<file path="config.mk">
export PLATFORM = sky130hd
export DESIGN_NAME = irq_msg_aggregator
export DESIGN_NICKNAME = d
export VERILOG_FILES = /design/src/rtl/irq_agg_pkg.sv /design/src/rtl/irq_sync_edge.sv /design/src/rtl/irq_msg_issuer.sv /design/src/rtl/irq_msg_aggregator.sv
export SDC_FILE = /design/constraint.sdc
export NUM_CORES = 1
export LEC_CHECK = 0
export BUFFER_PORTS_ARGS = -buffer_cell sky130_fd_sc_hd__buf_2
export CAP_MARGIN = 20
export CORE_UTILIZATION = 50
export CTS_CLUSTER_SIZE = 40
export DETAILED_ROUTE_END_ITERATION = 7
export PLACE_DENSITY = 0.77
export SYNTH_ARGS = -nofsm -noshare
export SYNTH_HDL_FRONTEND = slang
export SYNTH_SLANG_ARGS = --single-unit
</file>
<file path="constraint.sdc">
create_clock -name clk -period 5.5 [get_ports clk]
set_clock_uncertainty 0.1 [all_clocks]
set_input_delay 0.275 -clock clk [delete_from_list [all_inputs] [get_ports clk]]
set_output_delay 0.275 -clock clk [all_outputs]
set_load 0.03 [all_outputs]
</file>
<file path="src/rtl/irq_agg_pkg.sv">
package irq_agg_pkg;
    localparam logic [7:0] OFS_TARGET  = 8'h04;
    localparam logic [7:0] OFS_REQUEST = 8'h0C;
    localparam logic [7:0] OFS_MASK    = 8'h18;
    localparam logic [7:0] OFS_PENDING = 8'h1C;
    localparam logic [7:0] OFS_LEVEL   = 8'h28;
    localparam logic [7:0] OFS_TRIGGER = 8'h30;
endpackage

</file>
<file path="src/rtl/irq_sync_edge.sv">
module irq_sync_edge #(
    parameter int unsigned N = 11
) (
    input  logic         clk,
    input  logic         rst_n,
    input  logic [N-1:0] raw,
    output logic [N-1:0] level,
    output logic [N-1:0] rise
);
    typedef struct packed {
        logic [N-1:0] s1;
        logic [N-1:0] s2;
        logic [N-1:0] prev;
    } sync_t;

    sync_t st_d, st_q;

    always_comb begin
        st_d      = st_q;
        st_d.s1   = raw;
        st_d.s2   = st_q.s1;
        st_d.prev = st_q.s2;
    end

    always_ff @(posedge clk or negedge rst_n) begin
        if (!rst_n) st_q <= '0;
        else        st_q <= st_d;
    end

    assign level = st_q.s2;
    assign rise  = st_q.s2 & ~st_q.prev;

    // level follows the first stage one edge later
    p_two_stage_r1: assert property (@(posedge clk) disable iff (!rst_n)
        level == $past(st_q.s1) || $past(!rst_n));
endmodule

</file>
<file path="src/rtl/irq_msg_issuer.sv">
module irq_msg_issuer #(
    parameter int unsigned WORD_W = 32,
    parameter int unsigned DATA_W = 5
) (
    input  logic              clk,
    input  logic              rst_n,
    input  logic              fire,
    input  logic [WORD_W-1:0] target,
    input  logic              msg_ready,
    output logic              msg_valid,
    output logic [WORD_W-1:0] msg_addr,
    output logic [WORD_W-1:0] msg_data
);
    localparam int unsigned HI_W = WORD_W - DATA_W;

    typedef struct packed {
        logic              valid;
        logic              owed;
        logic [WORD_W-1:0] word;
    } iss_t;

    iss_t st_d, st_q;
    logic busy;

    always_comb begin
        st_d = st_q;
        busy = st_q.valid & ~msg_ready;
        if (busy) begin
            st_d.valid = 1'b1;
            st_d.owed  = st_q.owed | fire;
        end else begin
            st_d.valid = st_q.owed | fire;
            st_d.owed  = 1'b0;
            if (st_d.valid) st_d.word = target;
        end
    end

    always_ff @(posedge clk or negedge rst_n) begin
        if (!rst_n) st_q <= '0;
        else        st_q <= st_d;
    end

    assign msg_valid = st_q.valid;
    assign msg_addr  = {st_q.word[WORD_W-1:DATA_W], {DATA_W{1'b0}}};
    assign msg_data  = {{HI_W{1'b0}}, st_q.word[DATA_W-1:0]};

    // a waiting message holds its contents
    p_hold_r9: assert property (@(posedge clk) disable iff (!rst_n)
        msg_valid && !msg_ready |=> msg_valid && $stable(msg_addr) && $stable(msg_data));
    // a follow-up is only owed behind a live message
    p_owed_behind_r9: assert property (@(posedge clk) disable iff (!rst_n)
        st_q.owed |-> msg_valid);
    // no cause, no message
    p_quiet_r6: assert property (@(posedge clk) disable iff (!rst_n)
        !msg_valid && !st_q.owed && !fire |=> !msg_valid);
endmodule

</file>
<file path="src/rtl/irq_msg_aggregator.sv">
module irq_msg_aggregator
    import irq_agg_pkg::*;
#(
    parameter int unsigned  NUM_IN    = 11,
    parameter logic [10:0]  IMPL_MASK = 11'h5FF,
    parameter int unsigned  WORD_W    = 32,
    parameter int unsigned  DATA_W    = 5
) (
    input  logic              clk,
    input  logic              rst_n,
    input  logic [NUM_IN-1:0] irq_in,
    input  logic              reg_wr,
    input  logic              reg_rd,
    input  logic [7:0]        reg_addr,
    input  logic [WORD_W-1:0] reg_wdata,
    output logic [WORD_W-1:0] reg_rdata,
    output logic              msg_valid,
    input  logic              msg_ready,
    output logic [WORD_W-1:0] msg_addr,
    output logic [WORD_W-1:0] msg_data
);
    localparam int unsigned PAD_W = WORD_W - NUM_IN;
    localparam logic [NUM_IN-1:0] IMPL = NUM_IN'(IMPL_MASK);

    typedef struct packed {
        logic [WORD_W-1:0] target;
        logic [NUM_IN-1:0] req;
        logic [NUM_IN-1:0] pend;
        logic [NUM_IN-1:0] mask;
    } regs_t;

    regs_t rg_d, rg_q;
    logic [NUM_IN-1:0] level, rise, qual, en_rise;
    logic fire, rd_req, rd_pend;

    irq_sync_edge #(.N(NUM_IN)) u_sync (
        .clk   (clk),
        .rst_n (rst_n),
        .raw   (irq_in),
        .level (level),
        .rise  (rise)
    );

    always_comb begin
        rg_d    = rg_q;
        qual    = rise & IMPL;
        en_rise = qual & rg_q.mask;
        rd_req  = reg_rd && (reg_addr == OFS_REQUEST);
        rd_pend = reg_rd && (reg_addr == OFS_PENDING);
        rg_d.req  = (rd_req  ? '0 : rg_q.req)  | en_rise;
        rg_d.pend = (rd_pend ? '0 : rg_q.pend) | qual;
        if (reg_wr && reg_addr == OFS_MASK)   rg_d.mask   = reg_wdata[NUM_IN-1:0] & IMPL;
        if (reg_wr && reg_addr == OFS_TARGET) rg_d.target = reg_wdata;
        fire = (|en_rise) | (reg_wr && reg_addr == OFS_TRIGGER);
    end

    always_ff @(posedge clk or negedge rst_n) begin
        if (!rst_n) rg_q <= '0;
        else        rg_q <= rg_d;
    end

    always_comb begin
        unique case (reg_addr)
            OFS_TARGET:  reg_rdata = rg_q.target;
            OFS_REQUEST: reg_rdata = {{PAD_W{1'b0}}, rg_q.req};
            OFS_MASK:    reg_rdata = {{PAD_W{1'b0}}, rg_q.mask};
            OFS_PENDING: reg_rdata = {{PAD_W{1'b0}}, rg_q.pend};
            OFS_LEVEL:   reg_rdata = {{PAD_W{1'b0}}, level};
            default:     reg_rdata = '0;
        endcase
    end

    irq_msg_issuer #(.WORD_W(WORD_W), .DATA_W(DATA_W)) u_issue (
        .clk       (clk),
        .rst_n     (rst_n),
        .fire      (fire),
        .target    (rg_q.target),
        .msg_ready (msg_ready),
        .msg_valid (msg_valid),
        .msg_addr  (msg_addr),
        .msg_data  (msg_data)
    );

    // unimplemented lines never reach the latches
    p_impl_only_r2: assert property (@(posedge clk) disable iff (!rst_n)
        ((rg_q.req | rg_q.pend | rg_q.mask) & ~IMPL) == '0);
    // after a request read only same-cycle edges remain
    p_rdclr_r3: assert property (@(posedge clk) disable iff (!rst_n)
        rd_req |=> (rg_q.req & ~$past(en_rise)) == '0);
    // after a pending read only same-cycle edges remain
    p_pend_clr_r5: assert property (@(posedge clk) disable iff (!rst_n)
        rd_pend |=> (rg_q.pend & ~$past(qual)) == '0);
    // newly set request bits belong to enabled lines
    p_mask_gate_r6: assert property (@(posedge clk) disable iff (!rst_n)
        1'b1 |=> ((rg_q.req & ~$past(rg_q.req)) & ~$past(rg_q.mask)) == '0);
endmodule

</file>
==> impl_metrics.csv, run 1 <==
group,metric,value,unit
status,outcome,"finished, final reports clean",
cts,clockRootBuffer,"sky130_fd_sc_hd__clkbuf_16",
synth,main_combinational_cell_family_by_area_after_synthesis,"multiplexers",
place,gpl_congestion,0.849,
min_path,hold_path_depth,2,
floorplanning,dieWidth,109,um
worst_setup_path,data_arrival_time_of_the_worst_path,2.92,ns
drt,routed_wirelength,11.7,mm
worst_setup_path,ordered_list_of_cells_on_the_worst_path,"buf_2, nor2b_1, nor3b_2, buf_4, a221o_1, buf_2",
layout,multiInputGateArea,1980,um^2
cts,cts_resized,0,
worst_setup_path,worst_ep_required_time,5.12,ns
cts,tritoncts,"built",
worst_setup_path,timing.setup.critical_path_class,"in -> out",
synth,synth-main-ff-cell,"sky130_fd_sc_hd__dfrtp_1",
global_route,antenna_found_initial,1,
global_route,grt_pass1_vias,3736,
worst_setup_path,cp_slowest_stage_delay,0.86,ns
place,post_dp_cell_area,6030,um^2
worst_setup_path,setup.worst_path.end_class,"primary output",
worst_setup_path,critical_path.reg2reg.startpoint,"u_sync.level[2]$_DFF_PN0_",
worst_setup_path,critPathLaunch,"reg_addr[2]",
synth,synth_seq_area_share,56.4,%
place,buffer_ports.inserted,120,
floorplanning,fp.coreArea,10900,um^2
floorplanning,design.die.area,11800,um^2
worst_setup_path,ff2ff_setup_slack,2.99,ns
floorplanning,floorplan.initialDensity,51.9,%
drt,drc,0,
run,cap_violations,0,
synth,postSynthAreaPerCell,13.8,um^2
timing,timing.final.hold_violations,0,
synth,synth-adder-area-share,0,%
synth,syn_area,5680,um^2
worst_setup_path,reg2reg_depth,4,
worst_setup_path,slowest_stage,"sky130_fd_sc_hd__nor3b_2",
worst_setup_path,worstPathMaxFanout,21,
power,clkPwrFrac,44.8,%
drt,route.vias.total,3548,
synth,muxShareOfSynthArea,18.6,%
drt,wl_per_cell,17.0,um
worst_setup_path,worstSetupStartpointType,"input pin",
synth,synth_instances,412,
synth,synthArstFlopShare,100,%
drt,drtPass1Iterations,4,
cts,tritoncts_num_sinks,128,
power,internal_power,0.00188,W
layout,cell_area_after_layout,6940,um^2
worst_setup_path,timing.critical_path.max_delay_family,"simple AND/OR/NAND/NOR gates",
worst_setup_path,worst-path-buf-inv,3,
synth,synth_top_area_share,56.4,%
min_path,hold_path_end,"rg_q[39]$_DFFE_PN0P_",
power,pwr-share-comb,13.0,%
timing,period_share,60.0,%
power,powerDensity,365,nW/um^2
drt,via_per_inst,5.16,
min_path,timing.hold.worst.start,"reg_wdata[6]",
synth,synth-xor-area-share,0,%
power,switching_power,0.000646,W
synth,synth_cell_types,35,
floorplanning,die_h,109,um
timing,final-setup-viol-count,0,
drt,ant_nets,0,
layout,fillerInstances,832,
global_route,grt_start_max_net_pins,83,
cts,htree_num_levels,4,
cts,cts_setup_buffers,0,
global_route,grt_pass1_wl,18.7,mm
layout,regArea,3200,um^2
timing,grt_setup_unrepaired,"false",
worst_setup_path,timing.critical_path.mode_cell,"sky130_fd_sc_hd__buf_2",
synth,ys.warnings.count,0,
worst_setup_path,r2r-end,"u_issue.msg_addr[21]$_DFFE_PN0P_",
cts,clkSlewWorstSetupHoldPaths,0.05,ns
cts,clock_path_buffers,2,
place,dp.final_hpwl,7.64,mm
synth,postSynthRegisterBits,128,
cts,cts_inserted_buffers,17,
timing,final-max-slew-violation-count,0,
power,power_leakage,3.73,nW
global_route,sum_of_overflow_across_all_layers_after_global_routing,0,
floorplanning,core.rowCount,38,
timing,timing.fmax,303,MHz
power,peakVddDrop,237,uV
min_path,timing.hold.worst.class,"in -> reg",
timing,timing.setup.tns,0,ns
layout,area_delta_synth_final,22.1,%
cts,clkLatencyLatePin,0.41,ns
layout,finish.net_count,590,
floorplanning,ioPinCount,153,
synth,count_of_flip_flops_with_a_built_in_enable_after_synthesis,0,
cts,cts.hold.buffers_added,27,
drt,drt_iter0_drc,161,
global_route,grt_usage,21.3,%
timing,final_period_minus_worst_setup_slack,3.30,ns
synth,synthTopCellsByArea,"sky130_fd_sc_hd__dfrtp_1 56%, sky130_fd_sc_hd__mux2_2 11%, sky130_fd_sc_hd__buf_4 8.5%",
power,power_frac_seq,42.2,%
layout,layout-drive-gt1-share,45.0,%
synth,yosys.area_share.simple,7.34,%
synth,synth-compound-area-share,6.50,%
timing,timing.slew.headroom,40.5,%
power,power.switching_fraction,25.6,%
synth,synth_area_leader_cell,"sky130_fd_sc_hd__dfrtp_1",
timing,tightestPinTransition,0.890,ns
-- synthesized netlist by cell type (4+ instances only) --
cell type,n
sky130_fd_sc_hd__and2_1,21
sky130_fd_sc_hd__mux2_4,30
sky130_fd_sc_hd__nand3_1,4
sky130_fd_sc_hd__a22oi_1,9
sky130_fd_sc_hd__a22o_1,11
sky130_fd_sc_hd__buf_4,64
sky130_fd_sc_hd__clkbuf_1,9
sky130_fd_sc_hd__and3b_1,10
sky130_fd_sc_hd__inv_1,10
sky130_fd_sc_hd__a221o_1,9
sky130_fd_sc_hd__mux2_2,53
sky130_fd_sc_hd__nor2_1,11
sky130_fd_sc_hd__buf_1,4
sky130_fd_sc_hd__a21o_1,9
sky130_fd_sc_hd__dfrtp_1,128
-- routing by layer --
layer  part of all wire (%)  routed length, um  global-route usage, %  vias up
met2                     50               5800                   33.3      130
met4                    2.6                306                   9.85        0
li1                       -                  -                      -     1594
met5                      0                  0                      0        -
met3                    6.1                712                   6.45       32
met1                     42               4880                   27.2     1792
-- worst max-delay path by stage --
stage                                            end  slack, ns  depth (start not counted)
finish                                 reg_rdata[10]       2.20                          6
global route                            reg_rdata[8]       2.02                          6
CTS                                    reg_rdata[13]       2.23                          6
detailed placement                     reg_rdata[12]       2.22                          6
global placement                       reg_rdata[10]       2.35                          6
floorplan           u_issue.msg_addr[10]$_DFFE_PN0P_       3.27                          5
-- kinds of logic (layout without fill, tap and decap cells) --
family          after synthesis  after routing
compound gates               42             42
buf+inv                      90            194
flops                       128            128
mux                          84             84
other cells                   1             33
simple gates                 67             67
-- per-stage QoR --
stage	cells	worst slack, ns	power [W]	util, %	hold WS [ns]
detailed placement	627	2.22	0.00140	55.1	0.221
floorplan	443	3.27	0.00136	-	-0.121
CTS	686	2.23	0.00254	63.1	0.000450
finish	688	2.20	0.00253	63.4	0.00984
global route	687	2.02	0.00262	63.4	0.00698
global placement	627	2.35	0.00139	55.1	0.211
-- final cells by class --
cell class,instances,area share [%]
sequential,128,46.2
clock buffer,18,6.33
clock inverter,14,2.40
timing repair buffer,152,13.4
inverter,10,0.541
multi-input combinational,225,28.6
tap,140,2.53
antenna,1,0.0361
-- placed cells by master, fill, tap and decap left out, types with 4 or more instances in the layout --
| cell | synthesis | final |
|---|---|---|
| sky130_fd_sc_hd__buf_4 | 64 | 5 |
| sky130_fd_sc_hd__clkinvlp_4 | 0 | 4 |
| sky130_fd_sc_hd__buf_2 | 0 | 119 |
| sky130_fd_sc_hd__dfrtp_1 | 128 | 128 |
| sky130_fd_sc_hd__nand3_1 | 4 | 4 |
| sky130_fd_sc_hd__mux2_2 | 53 | 53 |
| sky130_fd_sc_hd__inv_1 | 10 | 10 |
| sky130_fd_sc_hd__a21o_1 | 9 | 9 |
| sky130_fd_sc_hd__conb_1 | 1 | 32 |
| sky130_fd_sc_hd__nor2_1 | 11 | 11 |
| sky130_fd_sc_hd__a221o_1 | 9 | 9 |
| sky130_fd_sc_hd__clkinv_2 | 0 | 4 |
| sky130_fd_sc_hd__and2_1 | 21 | 21 |
| sky130_fd_sc_hd__clkbuf_16 | 0 | 17 |
| sky130_fd_sc_hd__dlygate4sd3_1 | 0 | 27 |
| sky130_fd_sc_hd__and3b_1 | 10 | 10 |
| sky130_fd_sc_hd__a22o_1 | 11 | 11 |
| sky130_fd_sc_hd__mux2_4 | 30 | 30 |
| sky130_fd_sc_hd__a22oi_1 | 9 | 9 |
-- power by group through the flow --
stage	Combinational [W]	Sequential [W]	Clock (W)
2_1_floorplan	0.000291	0.00107	0
3_3_place_gp	0.000309	0.00108	0
3_5_place_dp	0.000315	0.00108	0
4_1_cts	0.000331	0.00107	0.00115
5_1_grt	0.000354	0.00108	0.00119
6_report	0.000330	0.00107	0.00113
-- registers in the layout (all words and copies together) (netlist names) --
name / count
rg_q: 62
u_issue.msg_addr: 27
u_sync.level: 11
u_sync.st_d: 11
u_sync.st_q: 10
u_issue.msg_data: 5
u_issue.msg_valid: 1
u_issue.st_q: 1
Power figures use the tool's default switching activity.
==> inputs of run 2 (changes only) <==
==> constraint.sdc (replaced) <==
create_clock -name clk -period 3.2 [get_ports clk]
set_clock_uncertainty 0.1 [all_clocks]
set_input_delay 0.16 -clock clk [delete_from_list [all_inputs] [get_ports clk]]
set_output_delay 0.16 -clock clk [all_outputs]
set_load 0.03 [all_outputs]
==> impl_metrics.csv, run 2 (synthesis gave the netlist of run 1 again) <==
group,metric,value,unit
status,outcome,"finished, final reports clean",
timing,fin_worst_setup_slack,0.712,ns
run,cap_violations,0,
drt,drt_iter0_drc,172,
worst_setup_path,data_arrival_time_of_the_worst_path,2.67,ns
layout,layout_common_cells,"128 x sky130_fd_sc_hd__dfrtp_1, 119 x sky130_fd_sc_hd__buf_2, 53 x sky130_fd_sc_hd__mux2_2",
cts,htree_num_levels,4,
floorplanning,design.die.area,11800,um^2
drt,routed_wirelength,12.2,mm
layout,layout-drive-gt1-share,43.9,%
timing,timing.setup.tns,0,ns
floorplanning,die_h,109,um
worst_setup_path,worstPathMaxFanout,32,
worst_setup_path,worstSetupStartpointType,"flop",
cts,clockRootBuffer,"sky130_fd_sc_hd__clkbuf_16",
timing,tightestPinTransition,0.666,ns
global_route,antenna_found_initial,0,
worst_setup_path,timing.setup.critical_path_class,"reg -> reg",
worst_setup_path,timing.critical_path.max_delay_family,"simple AND/OR/NAND/NOR gates",
power,power_frac_seq,42.0,%
power,clkPwrFrac,44.5,%
place,gpl_congestion,0.857,
cts,cts_setup_buffers,0,
layout,largest_reg_flops,62,
global_route,sum_of_overflow_across_all_layers_after_global_routing,0,
drt,route.vias.total,3633,
cts,clkLatencyLatePin,0.40,ns
layout,multiInputGateArea,1980,um^2
floorplanning,dieWidth,109,um
worst_setup_path,cp_slowest_stage_delay,0.70,ns
timing,final_period_minus_worst_setup_slack,2.49,ns
worst_setup_path,worst-path-buf-inv,0,
floorplanning,floorplan.initialDensity,51.9,%
floorplanning,ioPinCount,153,
global_route,grt_start_max_net_pins,83,
drt,ant_nets,0,
worst_setup_path,reg2reg_depth,4,
place,worst_setup_slack_before_clock_tree_synthesis,0.738,ns
place,dp.cells,631,
cts,cts.hold.buffers_added,45,
power,power.switching_fraction,25.5,%
floorplanning,core.rowCount,38,
worst_setup_path,ff2ff_setup_slack,0.71,ns
global_route,grt_pass1_wl,19.0,mm
layout,regArea,3200,um^2
layout,most_common_library_cell_in_the_layout_ignoring_fill_and_taps,"sky130_fd_sc_hd__dfrtp_1",
layout,area_delta_synth_final,26.0,%
layout,layout.cells.non_filler,709,
timing,timing.slew.headroom,55.5,%
timing,grt_setup_unrepaired,"false",
timing,period_share,77.7,%
power,peakVddDrop,317,uV
cts,clkSlewWorstSetupHoldPaths,0.06,ns
floorplanning,fp.coreArea,10900,um^2
power,pwr-share-comb,13.5,%
worst_setup_path,worst_ep_required_time,3.38,ns
cts,clock_path_buffers,2,
drt,via_per_inst,5.12,
cts,cts_resized,0,
timing,final-max-slew-violation-count,0,
cts,tritoncts_num_sinks,128,
timing,fin_worst_hold_slack,0.0324,ns
layout,finish.net_count,612,
power,internal_power,0.00326,W
timing,timing.final.hold_violations,0,
worst_setup_path,ordered_list_of_cells_on_the_worst_path,"and3b_1, or4_4, o41a_4, mux2_4",
layout,top_register_by_number_of_flip_flops,"rg_q",
place,buffer_ports.inserted,120,
worst_setup_path,critical_path.reg2reg.startpoint,"u_sync.level[2]$_DFF_PN0_",
min_path,timing.hold.worst.class,"in -> async",
layout,fillerInstances,810,
timing,final-setup-viol-count,0,
layout,antennaDiodeCount,0,
worst_setup_path,setup.worst_path.end_class,"flop",
power,switching_power,0.00112,W
cts,tritoncts,"built",
global_route,grt_usage,21.8,%
drt,drc,0,
drt,wl_per_cell,17.2,um
power,powerDensity,611,nW/um^2
timing,timing.fmax,402,MHz
place,dp.final_hpwl,7.78,mm
drt,drtPass1Iterations,4,
global_route,grt_pass1_vias,3790,
power,power_leakage,3.82,nW
worst_setup_path,slowest_stage,"sky130_fd_sc_hd__o41a_4",
worst_setup_path,r2r-end,"u_issue.msg_addr[21]$_DFFE_PN0P_",
cts,cts_inserted_buffers,17,
==> run 2: cell type report <==
class,instances,area share [%]
Clock buffer,18,6.14
Inverter,10,0.525
Sequential cell,128,44.8
Multi-Input combinational cell,225,27.7
Clock inverter,14,2.31
Tap cell,140,2.45
Timing Repair Buffer,174,16.1
==> run 2: metrics by stage <==
step / utilization, % / area, um^2 / total power [W]
floorplan: - / 5790 / 0.00234
global placement: 55.5 / 6070 / 0.00238
detailed placement: 55.5 / 6070 / 0.00240
CTS: 65.2 / 7130 / 0.00441
global route: 65.4 / 7150 / 0.00453
finish: 65.4 / 7150 / 0.00437
==> run 2: how the worst max path moves through the flow <==
stage,startpoint,cells after the start,slack [ns],endpoint
after floorplan,u_sync.level[2]$_DFF_PN0_,5,0.97,u_issue.msg_addr[10]$_DFFE_PN0P_
after global placement,u_sync.level[10]$_DFF_PN0_,4,0.78,u_issue.msg_addr[25]$_DFFE_PN0P_
after detailed placement,u_sync.level[0]$_DFF_PN0_,4,0.74,u_issue.msg_addr[18]$_DFFE_PN0P_
after CTS,u_sync.level[2]$_DFF_PN0_,4,0.72,u_issue.msg_addr[18]$_DFFE_PN0P_
after global routing,u_sync.level[2]$_DFF_PN0_,4,0.66,u_issue.msg_addr[18]$_DFFE_PN0P_
final,u_sync.level[2]$_DFF_PN0_,4,0.71,u_issue.msg_addr[21]$_DFFE_PN0P_
==> run 2: power by group through the flow <==
stage / Sequential, W / Combinational, W / Clock [W]
2_1_floorplan: 0.00184 / 0.000500 / 0
3_3_place_gp: 0.00185 / 0.000531 / 0
3_5_place_dp: 0.00186 / 0.000545 / 0
4_1_cts: 0.00183 / 0.000590 / 0.00198
5_1_grt: 0.00185 / 0.000629 / 0.00205
6_report: 0.00184 / 0.000590 / 0.00195
==> run 2: routing by layer <==
metal / track usage [%] / routed length (um)
met5: 0 / 0
met4: 10.8 / 220
met3: 4.40 / 567
met2: 36.3 / 6420
met1: 27.0 / 4990
